`config.mk`:
```
export PLATFORM = sky130hd
export DESIGN_NAME = adc_window_guard
export DESIGN_NICKNAME = d
export VERILOG_FILES = /design/src/rtl/adc_guard_pkg.sv /design/src/rtl/adc_guard_datapath.sv /design/src/rtl/adc_guard_ctrl.sv /design/src/rtl/adc_window_guard.sv
export SDC_FILE = /design/constraint.sdc
export NUM_CORES = 1
export LEC_CHECK = 0
export ABC_AREA = 0
export BUFFER_PORTS_ARGS = -buffer_cell sky130_fd_sc_hd__buf_2
export CORE_MARGIN = 10
export CORE_UTILIZATION = 47
export DETAILED_ROUTE_END_ITERATION = 8
export PLACE_DENSITY = 0.85
export SYNTH_ARGS = -nofsm -noshare
export SYNTH_HDL_FRONTEND = slang
export SYNTH_HIERARCHICAL = 1
export SYNTH_SLANG_ARGS = --single-unit
```
`constraint.sdc`:
```
create_clock -name clk -period 2.4 [get_ports clk]
set_input_delay 0.24 -clock clk [delete_from_list [all_inputs] [get_ports clk]]
set_output_delay 0.24 -clock clk [all_outputs]
set_load 0.01 [all_outputs]
```
`src/rtl/adc_guard_pkg.sv`:
```
package adc_guard_pkg;
  localparam int DATA_W   = 12;
  localparam int NARROW_W = 8;
  localparam int CHAN_W   = 5;
  localparam int NUM_CH   = 19;
  localparam int FILT_W   = 4;
  localparam int NUM_NARROW = 2;
  localparam int NUM_GUARD  = NUM_NARROW + 1;

  // strobes from control to datapath
  typedef struct packed {
    logic capture;
  } ctrlStrobe_t;

  // compare outcomes from datapath to control
  typedef struct packed {
    logic                  wideOut;
    logic [NUM_NARROW-1:0] narrowOut;
  } cmpResult_t;
endpackage

```
`src/rtl/adc_guard_datapath.sv`:
```
module adc_guard_datapath
  import adc_guard_pkg::*;
#(
  parameter int DW = DATA_W,
  parameter int NW = NARROW_W,
  parameter int NN = NUM_NARROW
) (
  input  logic                  clk,
  input  logic                  rstN,
  input  ctrlStrobe_t           strobes,
  input  logic [DW-1:0]         resData,
  input  logic [1:0]            resCode,
  input  logic [DW-1:0]         wideHigh,
  input  logic [DW-1:0]         wideLow,
  input  logic [NN-1:0][NW-1:0] narrowHigh,
  input  logic [NN-1:0][NW-1:0] narrowLow,
  output cmpResult_t            cmp,
  output logic [DW-1:0]         rdata
);
  localparam int SHIFT_W = $clog2(DW) + 1;

  logic [SHIFT_W-1:0] dropBits;
  logic [DW-1:0]      keepMask;
  logic [DW-1:0]      aligned;
  logic [NW-1:0]      topBits;

  // each resolution step drops two more low bits
  assign dropBits = SHIFT_W'({resCode, 1'b0});
  assign keepMask = {DW{1'b1}} << dropBits;
  assign aligned  = resData & keepMask;
  assign topBits  = aligned[DW-1 -: NW];

  // full 12-bit compare; threshold low bits are not masked
  assign cmp.wideOut = (aligned > wideHigh) || (aligned < wideLow);

  for (genvar g = 0; g < NN; g++) begin : gNarrowCmp
    assign cmp.narrowOut[g] = (topBits > narrowHigh[g]) || (topBits < narrowLow[g]);
  end

  always_ff @(posedge clk or negedge rstN) begin
    if (!rstN)                rdata <= '0;
    else if (strobes.capture) rdata <= aligned;
  end
endmodule

```
`src/rtl/adc_guard_ctrl.sv`:
```
module adc_guard_ctrl
  import adc_guard_pkg::*;
#(
  parameter int CW = CHAN_W,
  parameter int NC = NUM_CH,
  parameter int FW = FILT_W,
  parameter int NN = NUM_NARROW,
  localparam int NG = NN + 1
) (
  input  logic                  clk,
  input  logic                  rstN,
  input  logic                  resValid,
  input  logic [CW-1:0]         resChan,
  input  logic                  wideEn,
  input  logic [CW-1:0]         wideChan,
  input  logic                  filtMode,
  input  logic [FW-1:0]         filtLimit,
  input  logic [NN-1:0][NC-1:0] narrowMask,
  input  logic [NG-1:0]         irqEn,
  input  logic [NG-1:0]         flagClr,
  input  cmpResult_t            cmp,
  output ctrlStrobe_t           strobes,
  output logic [NG-1:0]         flags,
  output logic [NG-1:0]         irq,
  output logic                  dmaReq
);
  logic [NC-1:0] chanHot;
  logic          wideHit;
  logic [NN-1:0] narrowHit;
  logic [FW-1:0] runCount;
  logic          wideSet;
  logic [NG-1:0] setVec;

  // one-hot channel decode; channels beyond NC match nothing
  for (genvar c = 0; c < NC; c++) begin : gChanDecode
    assign chanHot[c] = (resChan == CW'(c));
  end

  assign wideHit = resValid && wideEn && (resChan == wideChan);

  for (genvar g = 0; g < NN; g++) begin : gNarrowHit
    assign narrowHit[g] = resValid && (|narrowMask[g]) && (|(narrowMask[g] & chanHot));
  end

  assign strobes.capture = resValid;

  // flag when this out-of-window result pushes the run past the limit
  assign wideSet = wideHit && cmp.wideOut && !flags[0] && (runCount >= filtLimit);

  assign setVec[0] = wideSet;
  for (genvar g = 0; g < NN; g++) begin : gNarrowSet
    assign setVec[g+1] = narrowHit[g] && cmp.narrowOut[g];
  end

  always_ff @(posedge clk or negedge rstN) begin
    if (!rstN) begin
      runCount <= '0;
    end else if (flagClr[0]) begin
      runCount <= '0;
    end else if (wideHit) begin
      if (!cmp.wideOut)
        runCount <= '0;
      else if (!flags[0] && (runCount < filtLimit))
        runCount <= runCount + 1'b1;
    end
  end

  for (genvar i = 0; i < NG; i++) begin : gFlag
    always_ff @(posedge clk or negedge rstN) begin
      if (!rstN)          flags[i] <= 1'b0;
      else if (setVec[i]) flags[i] <= 1'b1;
      else if (flagClr[i]) flags[i] <= 1'b0;
    end
  end

  assign irq = flags & irqEn;

  always_ff @(posedge clk or negedge rstN) begin
    if (!rstN)         dmaReq <= 1'b0;
    else if (filtMode) dmaReq <= wideHit && !cmp.wideOut;
    else               dmaReq <= resValid;
  end
endmodule

```
`src/rtl/adc_window_guard.sv`:
```
module adc_window_guard
  import adc_guard_pkg::*;
#(
  parameter int DW = DATA_W,
  parameter int NW = NARROW_W,
  parameter int CW = CHAN_W,
  parameter int NC = NUM_CH,
  parameter int FW = FILT_W
) (
  input  logic          clk,
  input  logic          rstN,
  input  logic          resValid,
  input  logic [DW-1:0] resData,
  input  logic [CW-1:0] resChan,
  input  logic [1:0]    resCode,
  input  logic          wd1En,
  input  logic [CW-1:0] wd1Chan,
  input  logic          wd1FiltMode,
  input  logic [DW-1:0] wd1High,
  input  logic [DW-1:0] wd1Low,
  input  logic [FW-1:0] wd1Filt,
  input  logic [NC-1:0] wd2Mask,
  input  logic [NW-1:0] wd2High,
  input  logic [NW-1:0] wd2Low,
  input  logic [NC-1:0] wd3Mask,
  input  logic [NW-1:0] wd3High,
  input  logic [NW-1:0] wd3Low,
  input  logic [2:0]    irqEn,
  input  logic [2:0]    flagClr,
  output logic [DW-1:0] rdata,
  output logic [2:0]    flags,
  output logic [2:0]    irq,
  output logic          dmaReq
);
  ctrlStrobe_t                   strobes;
  cmpResult_t                    cmp;
  logic [NUM_NARROW-1:0][NW-1:0] narrowHigh;
  logic [NUM_NARROW-1:0][NW-1:0] narrowLow;
  logic [NUM_NARROW-1:0][NC-1:0] narrowMask;

  assign narrowHigh = {wd3High, wd2High};
  assign narrowLow  = {wd3Low, wd2Low};
  assign narrowMask = {wd3Mask, wd2Mask};

  adc_guard_datapath #(.DW(DW), .NW(NW), .NN(NUM_NARROW)) dp (
    .clk(clk), .rstN(rstN), .strobes(strobes),
    .resData(resData), .resCode(resCode),
    .wideHigh(wd1High), .wideLow(wd1Low),
    .narrowHigh(narrowHigh), .narrowLow(narrowLow),
    .cmp(cmp), .rdata(rdata)
  );

  adc_guard_ctrl #(.CW(CW), .NC(NC), .FW(FW), .NN(NUM_NARROW)) ctl (
    .clk(clk), .rstN(rstN), .resValid(resValid), .resChan(resChan),
    .wideEn(wd1En), .wideChan(wd1Chan), .filtMode(wd1FiltMode),
    .filtLimit(wd1Filt), .narrowMask(narrowMask),
    .irqEn(irqEn), .flagClr(flagClr), .cmp(cmp),
    .strobes(strobes), .flags(flags), .irq(irq), .dmaReq(dmaReq)
  );
endmodule

```
# Yosys cells after proc, flatten, opt, wreduce, memory -nomap -nowiden
# Index checks and enable logic that the tools add are counted.
[op_classes] magnitude_cmp=8 n_bitwise=4 shifts=1 n_eq_ne=20 n_reduce_logical=28 mux=11 n_addsub=1
[ops] operator="$reduce_or A19 Y1" count=4
[ops] operator="$eq A5 B4 Y1 const B" count=8
[ops] operator="$and A19 B19 Y19" count=2
[ops] operator="$eq A5 B3 Y1 const B" count=4
[ops] operator="$gt A8 B8 Y1" count=2
[ops] operator="$lt A8 B8 Y1" count=2
[ops] operator="$mux W4" count=4
[ops] operator="$eq A5 B5 Y1 const B" count=3
[ops] operator="$logic_and A1 B1 Y1" count=13
[ops] operator="$and A12 B12 Y12" count=1
[ops] operator="$gt A12 B12 Y1" count=1
[ops] operator="$lt A12 B12 Y1" count=1
[ops] operator="$shl A12 B3 Y12 const A" count=1
[ops] operator="$eq A5 B2 Y1 const B" count=2
[ops] operator="$reduce_bool A2 Y1" count=4
[ops] operator="$mux W1" count=7
[ops] operator="$eq A5 B1 Y1 const B" count=1
[ops] operator="$eq A5 B5 Y1" count=1
[ops] operator="$logic_not A5 Y1" count=1
[ops] operator="$add A4 B1 Y4 const B" count=1
[ops] operator="$ge A4 B4 Y1" count=1
[ops] operator="$lt A4 B4 Y1" count=1
[ops] operator="$and A3 B3 Y3" count=1
[ops] operator="$logic_or A1 B1 Y1" count=3
[ops] operator="3 further kinds" count=4
[word_totals] output_inout_bits=19 register_bits=20 in_bits=133 word_cells=79

# Longest topological paths before layout
# Gate-level depths: netlist of run 1.
[logic_depth] depth_word=8 mapped_depth=12 depth_no_buf=11

# Cells and area by module
# The synthesis of run 1 kept the hierarchy.
[by_module_without_submodules] mod="adc_guard_datapath" n_inst=1 seq_area_each_um2=300.3 area_each_um2=1818.0 cells_per_inst=215
[by_module_without_submodules] mod="adc_guard_ctrl" n_inst=1 seq_area_each_um2=200.2 area_each_um2=1156.1 cells_per_inst=142

# Worst setup path before layout of run 1
# Ideal clock, no wire load.
[synth_path] path_type="input -> register" startpoint="in resCode[1]" endpoint="reg ctl.runCount[3]" slack_ns=-0.092 t_arrival_ns=2.410 required_ns=2.318 stages=11 setup_time_ns=0.082 cell_sequence="or3b_4 ha_1 nor2b_1 o211ai_1 a2111oi_0 nor3_1 o22ai_1 clkbuf_1 nand2b_1 or4_1 a31oi_1"
[synth_lines] item="start: declaration" line="adc_window_guard.sv:15" rtl="input logic [1:0] resCode,"
[synth_lines] item="end signal: assignment" line="adc_guard_ctrl.sv:64" rtl="runCount <= runCount + 1'b1;"
[synth_lines] item="end: declaration" line="adc_guard_ctrl.sv:30" rtl="logic [FW-1:0] runCount;"

==> flow_metrics.tcl, run 1 <==
set metrics [dict create \
    yosys-top-cells-area "ha_1, dfrtp_1, inv_1" \
    critPathKind "in -> reg" \
    hold_end "ctl/flags[2]" \
    hold_viol 0 \
    required_ns 2.57 \
    cts-root-buf "clkbuf_8" \
    ff_latch_area_um2 500 \
    clk_latency_ns 0.25 \
    final_util_pct 66.0 \
    clockBufferDepth 2 \
    clkPwrFrac_pct 20.8 \
    relSlewSlack_pct 68.2 \
    cts-buffers-inserted 3 \
    power_switching_mw 0.408 \
    crit_fanout 7 \
    dieHeight_um 99.5 \
    ios 152 \
    wl_mm 10.1 \
    reg2reg_to "ctl/runCount[3]" \
    synth_nets 542 \
    grt-ovfl-total 0 \
    reg2reg_slack_ns 0.26 \
    htreeDepth 1 \
    gp_congestion 0.932 \
    multi_input_area_um2 2190 \
    reg2reg_depth 6 \
    hp-start "flagClr[2]" \
    period_needed_ns 2.26 \
    synth_largest_area_cell "ha_1" \
    grt_pass1_wl_mm 16.6 \
    routed_via_density 5.63 \
    irDropWorstVdd_mv 0.201 \
    cp-end-kind "flop" \
    drt_iter0_drc 126 \
    port_buffers 151 \
    routedWlPerCell_um 17.0 \
    skew_ns 0.000329 \
    drc 0 \
    hold_path_depth 2 \
    grtUsageTotal_pct 19.6 \
    status "finished, final reports clean" \
    finalSetupViolCount 0 \
    combinationalPowerShare_pct 47.6 \
    seqPwrFrac_pct 31.7 \
    layout_setup_ws_ns 0.141 \
    worstPathArrival_ns 2.43 \
    syn_to_final_growth_pct 33.7 \
    yosys_warnings 6 \
    power_density_nw_per_um2 301 \
    place_ws_ns -0.245 \
    ys.flop_type "dfrtp_1" \
    fin_crit_sh_pct 94.1 \
    clk_pin_slew_worst_paths_ns 0.07 \
    grt_pass1_vias 3659 \
    ys_seq_area_share_pct 16.8 \
    dieArea_um2 9910 \
    num_rows 28 \
    fmax_ghz 0.443 \
    p_leak_nw 2.19 \
    diodes 0 \
    final_nets 705 \
    antenna_found_initial 0 \
    rr_startpoint "ctl/runCount[2]" \
    drt-pass1-iter-count 4 \
    core_um2 6030 \
    grt_max_degree 21 \
    nFillCells 495 \
    avgSynthCellArea_um2 8.33 \
    hpwl_mm 8.81 \
    cts_sinks 20 \
    holdCritPathClass "in -> reg" \
    startpoint_type "input port" \
    synthesis.instances 357 \
    synth-seq-cells 20 \
    synth_top_cell_area_share_pct 21.9 \
    syn_area_um2 2970 \
    post_route_cells_drive_above_1_share_pct 39.7 \
    p_int_mw 0.789 \
    finalInstanceArea_um2 3980 \
    synth_cell_type_count 61 \
    worst_slew_pin_slew_ns 0.464 \
    postPlaceCellArea_um2 3890 \
    num_vias 3344 \
    rsz0062_at_grt "yes" \
    initial_utilization_pct 49.4 \
    ant_nets 0 \
    final_max_slew_viol_count 0 \
    synthArstFlopShare_pct 100 \
    cap_violations 0 \
    p_sw_share_pct 34.1 \
    synth_edf_count 0 \
    dieWidth_um 99.5 \
    tritoncts "yes" \
]
## worst max-delay path by stage
stage	startpoint	endpoint	slack, ns	cells after the start
global placement	resCode[1]	ctl/runCount[3]	-0.17	12
detailed placement	resCode[1]	ctl/runCount[3]	-0.24	12
global route	resCode[1]	ctl/runCount[3]	-0.04	12
finish	resCode[1]	ctl/runCount[3]	0.14	12
floorplan	resCode[1]	ctl/runCount[3]	0.006	11
CTS	resCode[1]	ctl/runCount[3]	0.006	12
## routing by layer
| metal | up-vias | wire [um] | track usage, % |
|---|---|---|---|
| li1 | 1630 | - | - |
| met1 | 1535 | 4020 | 20.2 |
| met2 | 150 | 4950 | 35.8 |
| met3 | 29 | 778 | 5.26 |
| met4 | 0 | 343 | 9.15 |
| met5 | - | 0 | 0 |
## synth_stat cells, drive strengths merged, types with 4 or more instances
library cell  count
nand4             7
o21ai             9
dfrtp            20
mux2i             5
buf               7
or4               4
inv              62
mux2             18
a31oi             7
nor4             12
and4              4
nand2            21
nor2b            10
o211ai           11
a2111oi           5
a21o              7
xor2              4
ha               52
nor2              8
a21oi            14
clkbuf            6
nand3            11
## worst max-delay path: stages
cell,delay (ns)
buf_2,0.13
or3b_4,0.40
ha_2,0.18
nor2b_1,0.11
o211ai_1,0.10
a2111oi_2,0.31
nor3_1,0.07
o22ai_1,0.12
buf_4,0.17
nand2b_1,0.05
or4_1,0.40
a31oi_1,0.15
## flip-flops by register name, summed over array words and instances, names as in the netlist
name	flops
ctl/flags	3
ctl/dmaReq	1
ctl/runCount	4
dp/rdata	12
## placed cells by master, fill, tap and decap left out, types with 3 or more instances in the layout
master,count
a31oi_1,7
mux2_2,18
buf_2,151
nor3_1,3
mux2i_1,5
nor2b_1,10
nor2_1,8
o31ai_1,3
nand2b_1,3
a21o_1,7
o22ai_1,3
a21oi_1,14
nand3_1,11
nand2_1,21
a2111oi_0,3
xnor2_1,3
ha_1,51
o21ai_0,9
o211ai_1,10
and4_1,4
xor2_1,3
dfrtp_1,20
and2_1,3
nand4_1,6
or4_1,4
buf_4,19
clkbuf_8,4
inv_1,62
nor4_1,11
## power groups by stage
stage	sequential (mW)	clock, mW	combinational (mW)
floorplan	0.392	0	0.286
global route	0.380	0.274	0.636
detailed placement	0.385	0	0.558
CTS	0.378	0.253	0.563
finish	0.379	0.249	0.569
global placement	0.384	0	0.535
## cells by family (layout without fill, tap and decap cells)
family          after synthesis  in the layout  synth area share (%)
simple gates                100            100                  20.5
buf+inv                      75            237                  9.97
mux                          24             24                  9.26
xor+xnor                      7              7                  2.31
fa+ha+maj                    54             54                  22.5
compound gates               77             77                  18.6
flops                        20             20                  16.8
## cell type report
type	count	share of cell area, %
Sequential cell	20	12.6
Multi-Input combinational cell	262	55.0
Timing Repair Buffer	171	22.8
Tap cell	75	2.36
Clock buffer	4	1.38
Inverter	62	5.85
## stage by stage
| step | cells | setup TNS (ns) | hold WS, ns | total power, mW |
|---|---|---|---|---|
| finish | 594 | 0 | 0.174 | 1.20 |
| global route | 594 | -0.0363 | 0.173 | 1.29 |
| CTS | 593 | 0 | 0.168 | 1.19 |
| detailed placement | 588 | -0.855 | 0.203 | 0.943 |
| global placement | 588 | -0.586 | 0.206 | 0.919 |
| floorplan | 357 | 0 | -0.0556 | 0.678 |
## timing repair
item	4_1_cts	5_1_grt
endpoints found under the hold margin	20	0
setup buffers	0	1
hold buffers	1	0
endpoints found under the setup margin	0	5
resized for setup	0	3
(Power assumes the default switching activity.)
==> run 2, diff against run 1 <==
==> constraint.sdc (replaced) <==
create_clock -name clk -period 2.56 [get_ports clk]
set_input_delay 0.256 -clock clk [delete_from_list [all_inputs] [get_ports clk]]
set_output_delay 0.256 -clock clk [all_outputs]
set_load 0.01 [all_outputs]
==> run 2 against run 1 <==
  * Cell count is 1.0% lower
  * Die area stayed put
  * Clock power grew 24%
  * Highest routed layer unchanged
  * Largest cell class unchanged
  * Hold slack gained 0.041 ns
  * Design area is 0.82% lower
  * Critical path depth did not move
  * Sequential share of layout area is 0.10 points higher
  * Register-to-register slack gained 0.09 ns
==> flow_metrics.tcl, run 2 (same netlist as run 1, synthesis figures left out) <==
set metrics [dict create \
    gp_congestion 0.922 \
    drc 0 \
    largest_reg_flops 12 \
    worst_slew_pin_slew_ns 0.432 \
    dieArea_um2 9910 \
    fin_hold_ws_ns 0.215 \
    ios 152 \
    drt_iter0_drc 173 \
    hpwl_mm 8.88 \
    clkPwrFrac_pct 26.1 \
    clockBufferDepth 2 \
    routedWlPerCell_um 17.2 \
    cap_violations 0 \
    dieWidth_um 99.5 \
    final_max_slew_viol_count 0 \
    core_um2 6030 \
    post_cts_buffers 0 \
    power_density_nw_per_um2 302 \
    num_rows 28 \
    diodes 0 \
    layout_common_cells "buf_2, inv_1, ha_1" \
    routed_via_density 5.65 \
    power.total_mw 1.19 \
    cts_sinks 20 \
    top_regs "dp/rdata (12), ctl/runCount (4), ctl/flags (3)" \
    drt-pass1-iter-count 5 \
    grt_max_degree 21 \
    crit_fanout 7 \
    wl_mm 10.1 \
    holdCritPathClass "in -> reg" \
    grt_pass1_vias 3621 \
    port_buffers 151 \
    combinationalPowerShare_pct 44.3 \
    irDropWorstVdd_mv 0.296 \
    clk_pin_slew_worst_paths_ns 0.07 \
    required_ns 2.72 \
    syn_to_final_growth_pct 32.6 \
    relSlewSlack_pct 70.5 \
    fmax_ghz 0.402 \
    status "finished, final reports clean" \
    cts-buffers-inserted 3 \
    final_util_pct 65.4 \
    nFillCells 528 \
    seqPwrFrac_pct 29.7 \
    cts-root-buf "clkbuf_8" \
    fin_crit_sh_pct 97.1 \
    dieHeight_um 99.5 \
    clk_latency_ns 0.25 \
    p_leak_nw 2.18 \
    skew_ns 0.00799 \
    period_needed_ns 2.49 \
    tritoncts "yes" \
    antenna_found_initial 0 \
    final_common_cell "buf_2" \
    num_vias 3320 \
    startpoint_type "input port" \
    cp-end-kind "flop" \
    critPathKind "in -> reg" \
    initial_utilization_pct 49.4 \
    post_route_cells_drive_above_1_share_pct 38.8 \
    finalSetupViolCount 0 \
    p_sw_share_pct 32.3 \
    p_int_mw 0.805 \
    top_register "dp/rdata" \
    grtUsageTotal_pct 19.4 \
    hold_viol 0 \
    ant_nets 0 \
    grt-ovfl-total 0 \
    htreeDepth 1 \
    final_nets 699 \
    power_switching_mw 0.385 \
    grt_pass1_wl_mm 16.6 \
    worstPathArrival_ns 2.65 \
]
[run 2: final timing paths]
kind | from | end | slack [ns] | cells past startpoint
setup reg to reg | ctl/runCount[2] | ctl/runCount[3] | 0.35 | 6
min in group asynchronous | rstN | dp/rdata[1] | 0.49 | 2
setup / recovery | resCode[1] | ctl/runCount[2] | 0.07 | 12
hold / removal | flagClr[2] | ctl/flags[2] | 0.21 | 2
max in group asynchronous | rstN | ctl/flags[1] | 1.74 | 2
hold reg to reg | dp/rdata[11] | dp/rdata[11] | 0.51 | 1
[run 2: metal layers]
| metal | vias up | track usage [%] | share of wire (%) |
|---|---|---|---|
| li1 | 1616 | - | - |
| met1 | 1523 | 21.3 | 39 |
| met2 | 168 | 36.7 | 51 |
| met3 | 13 | 3.88 | 8.5 |
| met4 | 0 | 5.07 | 1.4 |
| met5 | - | 0 | 0 |
[run 2: final cells by class]
cell class,instances,area [um^2],area share [%]
clock buffers,3,41.3,1.05
inverters,62,233,5.90
clock inverters,1,30.0,0.761
flip-flops and latches,20,500,12.7
well taps,75,93.8,2.38
multi-input cells,262,2180,55.3
repair buffers,165,863,21.9
[run 2: critical path: stages]
cell	delay (ns)
buf_2	0.13
or3b_4	0.40
ha_1	0.19
nor2b_1	0.15
o211ai_1	0.10
a2111oi_0	0.37
nor3_1	0.11
o22ai_1	0.13
buf_4	0.17
nand2b_1	0.05
or4_1	0.39
a31oi_1	0.20
[run 2: stage by stage]
step / setup slack [ns] / cells / TNS, ns / instance area (um^2)
2_1_floorplan: 0.0522 / 357 / 0 / 2970
3_3_place_gp: -0.0131 / 583 / -0.0222 / 3860
3_5_place_dp: -0.116 / 583 / -0.236 / 3860
4_1_cts: 0.158 / 588 / 0 / 3940
5_1_grt: -0.0930 / 588 / -0.190 / 3940
6_report: 0.0731 / 588 / 0 / 3940
[run 2: power by group through the flow]
stage,registers (mW),logic (mW),clock network [mW]
2_1_floorplan,0.368,0.266,0
3_3_place_gp,0.360,0.497,0
3_5_place_dp,0.359,0.522,0
4_1_cts,0.353,0.525,0.316
5_1_grt,0.355,0.589,0.330
6_report,0.353,0.527,0.310
[run 2: timing repair]
action / 4_1_cts / 5_1_grt
endpoints found under the setup margin: 0 / 2
hold endpoints to repair: 20 / 0
hold buffers: 1 / 0
resized for setup: 0 / 1
==> run 3, diff against run 2 <==
--- a/config.mk
+++ b/config.mk
@@ -10,6 +10,7 @@
 export CORE_MARGIN = 10
 export CORE_UTILIZATION = 47
 export DETAILED_ROUTE_END_ITERATION = 8
+export MAX_ROUTING_LAYER = met4
 export PLACE_DENSITY = 0.85
 export SYNTH_ARGS = -nofsm -noshare
 export SYNTH_HDL_FRONTEND = slang
==> run 3 against run 2 <==
  * Design area barely moved
  * Power increased by 0.16%
  * Cell count is the same
  * Global-route usage up 0.59 points
  * Sequential power barely moved
  * Register-to-register slack better by 0.02 ns
  * Setup slack improved by 0.083 ns
  * Die area is the same
  * First-iteration DRC count down 23%
  * Combinational power increased by 1%
  * Non-clock buffer count is the same
  * Largest cell class unchanged
  * Largest power group unchanged
  * Highest routed layer unchanged
==> flow_metrics.tcl, run 3 (same netlist as run 1, synthesis figures left out) <==
set metrics [dict create \
    status "finished, final reports clean" \
    wl_mm 10.2 \
    cts_sinks 20 \
    reg2reg_slack_ns 0.37 \
    clk_pin_slew_worst_paths_ns 0.07 \
    relSlewSlack_pct 69.5 \
    syn_to_final_growth_pct 32.6 \
    grtUsageMet1_pct 22.1 \
    finalSetupViolCount 0 \
    cap_violations 0 \
    dieHeight_um 99.5 \
    htreeDepth 1 \
    fin_cells 588 \
    num_rows 28 \
    hold_viol 0 \
    core_um2 6030 \
    power_density_nw_per_um2 302 \
    ios 152 \
    tritoncts "yes" \
    p_leak_nw 2.17 \
    grt_pass1_wl_mm 16.5 \
    ant_nets 0 \
    worst_slew_pin_slew_ns 0.446 \
    startpoint_type "input port" \
    layout_common_cells "buf_2, inv_1, ha_1" \
    finalInstanceArea_um2 3950 \
    critPathBufInv 2 \
    drt-pass1-iter-count 4 \
    path_delay_family "simple AND/OR/NAND/NOR gates" \
    final_nets 699 \
    initial_utilization_pct 49.4 \
    drc 0 \
    critPathKind "in -> reg" \
    crit_fanout 7 \
    clk_latency_ns 0.25 \
    critPathLaunch "resCode[1]" \
    top_register "dp/rdata" \
    grtUsageTotal_pct 20.0 \
    reg2reg_depth 6 \
    final_max_slew_viol_count 0 \
    worst_path_largest_cell_delay_ns 0.40 \
    antenna_found_initial 0 \
    clockBufferDepth 2 \
    irDropWorstVdd_mv 0.305 \
    dp_cells 581 \
    num_vias 3338 \
    grt_pass1_vias 3656 \
    rr_startpoint "ctl/runCount[2]" \
    cp-end-kind "flop" \
    grt-busiest-layer "met2" \
    diodes 0 \
    period_needed_ns 2.40 \
    routed_via_density 5.68 \
    fmax_ghz 0.416 \
    slowest_stage "or3b_4" \
    top_regs "dp/rdata (12), ctl/runCount (4), ctl/flags (3)" \
    worstPathArrival_ns 2.58 \
    largest_reg_flops 12 \
    grt_max_degree 21 \
    cts-root-buf "clkbuf_8" \
    routedWlPerCell_um 17.4 \
    holdCritPathClass "in -> reg" \
    drt_iter0_drc 134 \
    fin_crit_sh_pct 93.9 \
    hpwl_mm 8.85 \
    required_ns 2.74 \
    skew_ns 0.000471 \
    post_route_cells_drive_above_1_share_pct 38.8 \
    fin_hold_ws_ns 0.204 \
    gp_congestion 0.892 \
    final_common_cell "buf_2" \
    crit_chain "buf_2, or3b_4, ha_1, nor2b_1, o211ai_1, a2111oi_2, nor3_1, o22ai_1, buf_4, nand2b_1, or4_1, a31oi_1" \
    port_buffers 151 \
    grt-ovfl-total 0 \
    crit_end "ctl/runCount[3]" \
    dieWidth_um 99.5 \
    use_met2_pct 36.3 \
    postPlaceCellArea_um2 3840 \
    globalRouteMet3Util_pct 2.84 \
    cp.depth 12 \
    cts-buffers-inserted 3 \
    dieArea_um2 9910 \
    reg2reg_to "ctl/runCount[3]" \
]
## run 3: cell counts in the layout (fill, tap and decap cells not counted)
Identical to the previous run, type by type.
## run 3: per-stage QoR
step                TNS [ns]  util (%)  setup slack, ns  power (mW)
floorplan                  0         -           0.0522       0.634
global route        -0.00182      65.5         -0.00182        1.28
global placement     -0.0442      63.8          -0.0199       0.853
finish                     0      65.5            0.156        1.19
CTS                        0      65.1            0.156        1.19
detailed placement    -0.303      63.8           -0.122       0.879
## run 3: worst min-delay path by stage
stage	from	endpoint	depth (start not counted)
5_1_grt	flagClr[2]	ctl/flags[2]	2
3_3_place_gp	rstN	dp/rdata[1]	1
2_1_floorplan	rstN	ctl/dmaReq	0
6_report	flagClr[2]	ctl/flags[2]	2
4_1_cts	flagClr[2]	ctl/flags[2]	2
3_5_place_dp	rstN	dp/rdata[1]	1
## run 3: layout make-up
class	count	area, um^2
clock buffer	3	41.3
clock inverter	1	30.0
fill	519	2080
sequential	20	500
inverter	62	233
multi-input combinational	262	2180
timing repair buffer	165	863
tap	75	93.8
## run 3: repair_timing
action                                 4_1_cts  5_1_grt
endpoints found under the hold margin       20        0
gates resized for setup                      0        2
setup endpoints to repair                    0        3
buffers inserted                             0        2
hold buffers                                 1        0
## run 3: layer usage
metal / vias up / wire [um]
met1: 1571 / 4190
met3: 16 / 690
met2: 135 / 5200
met5: - / 0
met4: 0 / 157
li1: 1616 / -
## run 3: power by group
part           total, mW  internal, mW  switching [mW]
Sequential         0.354         0.339          0.0146
Clock              0.306         0.208          0.0973
Combinational      0.533         0.260           0.273
Total               1.19         0.807           0.384
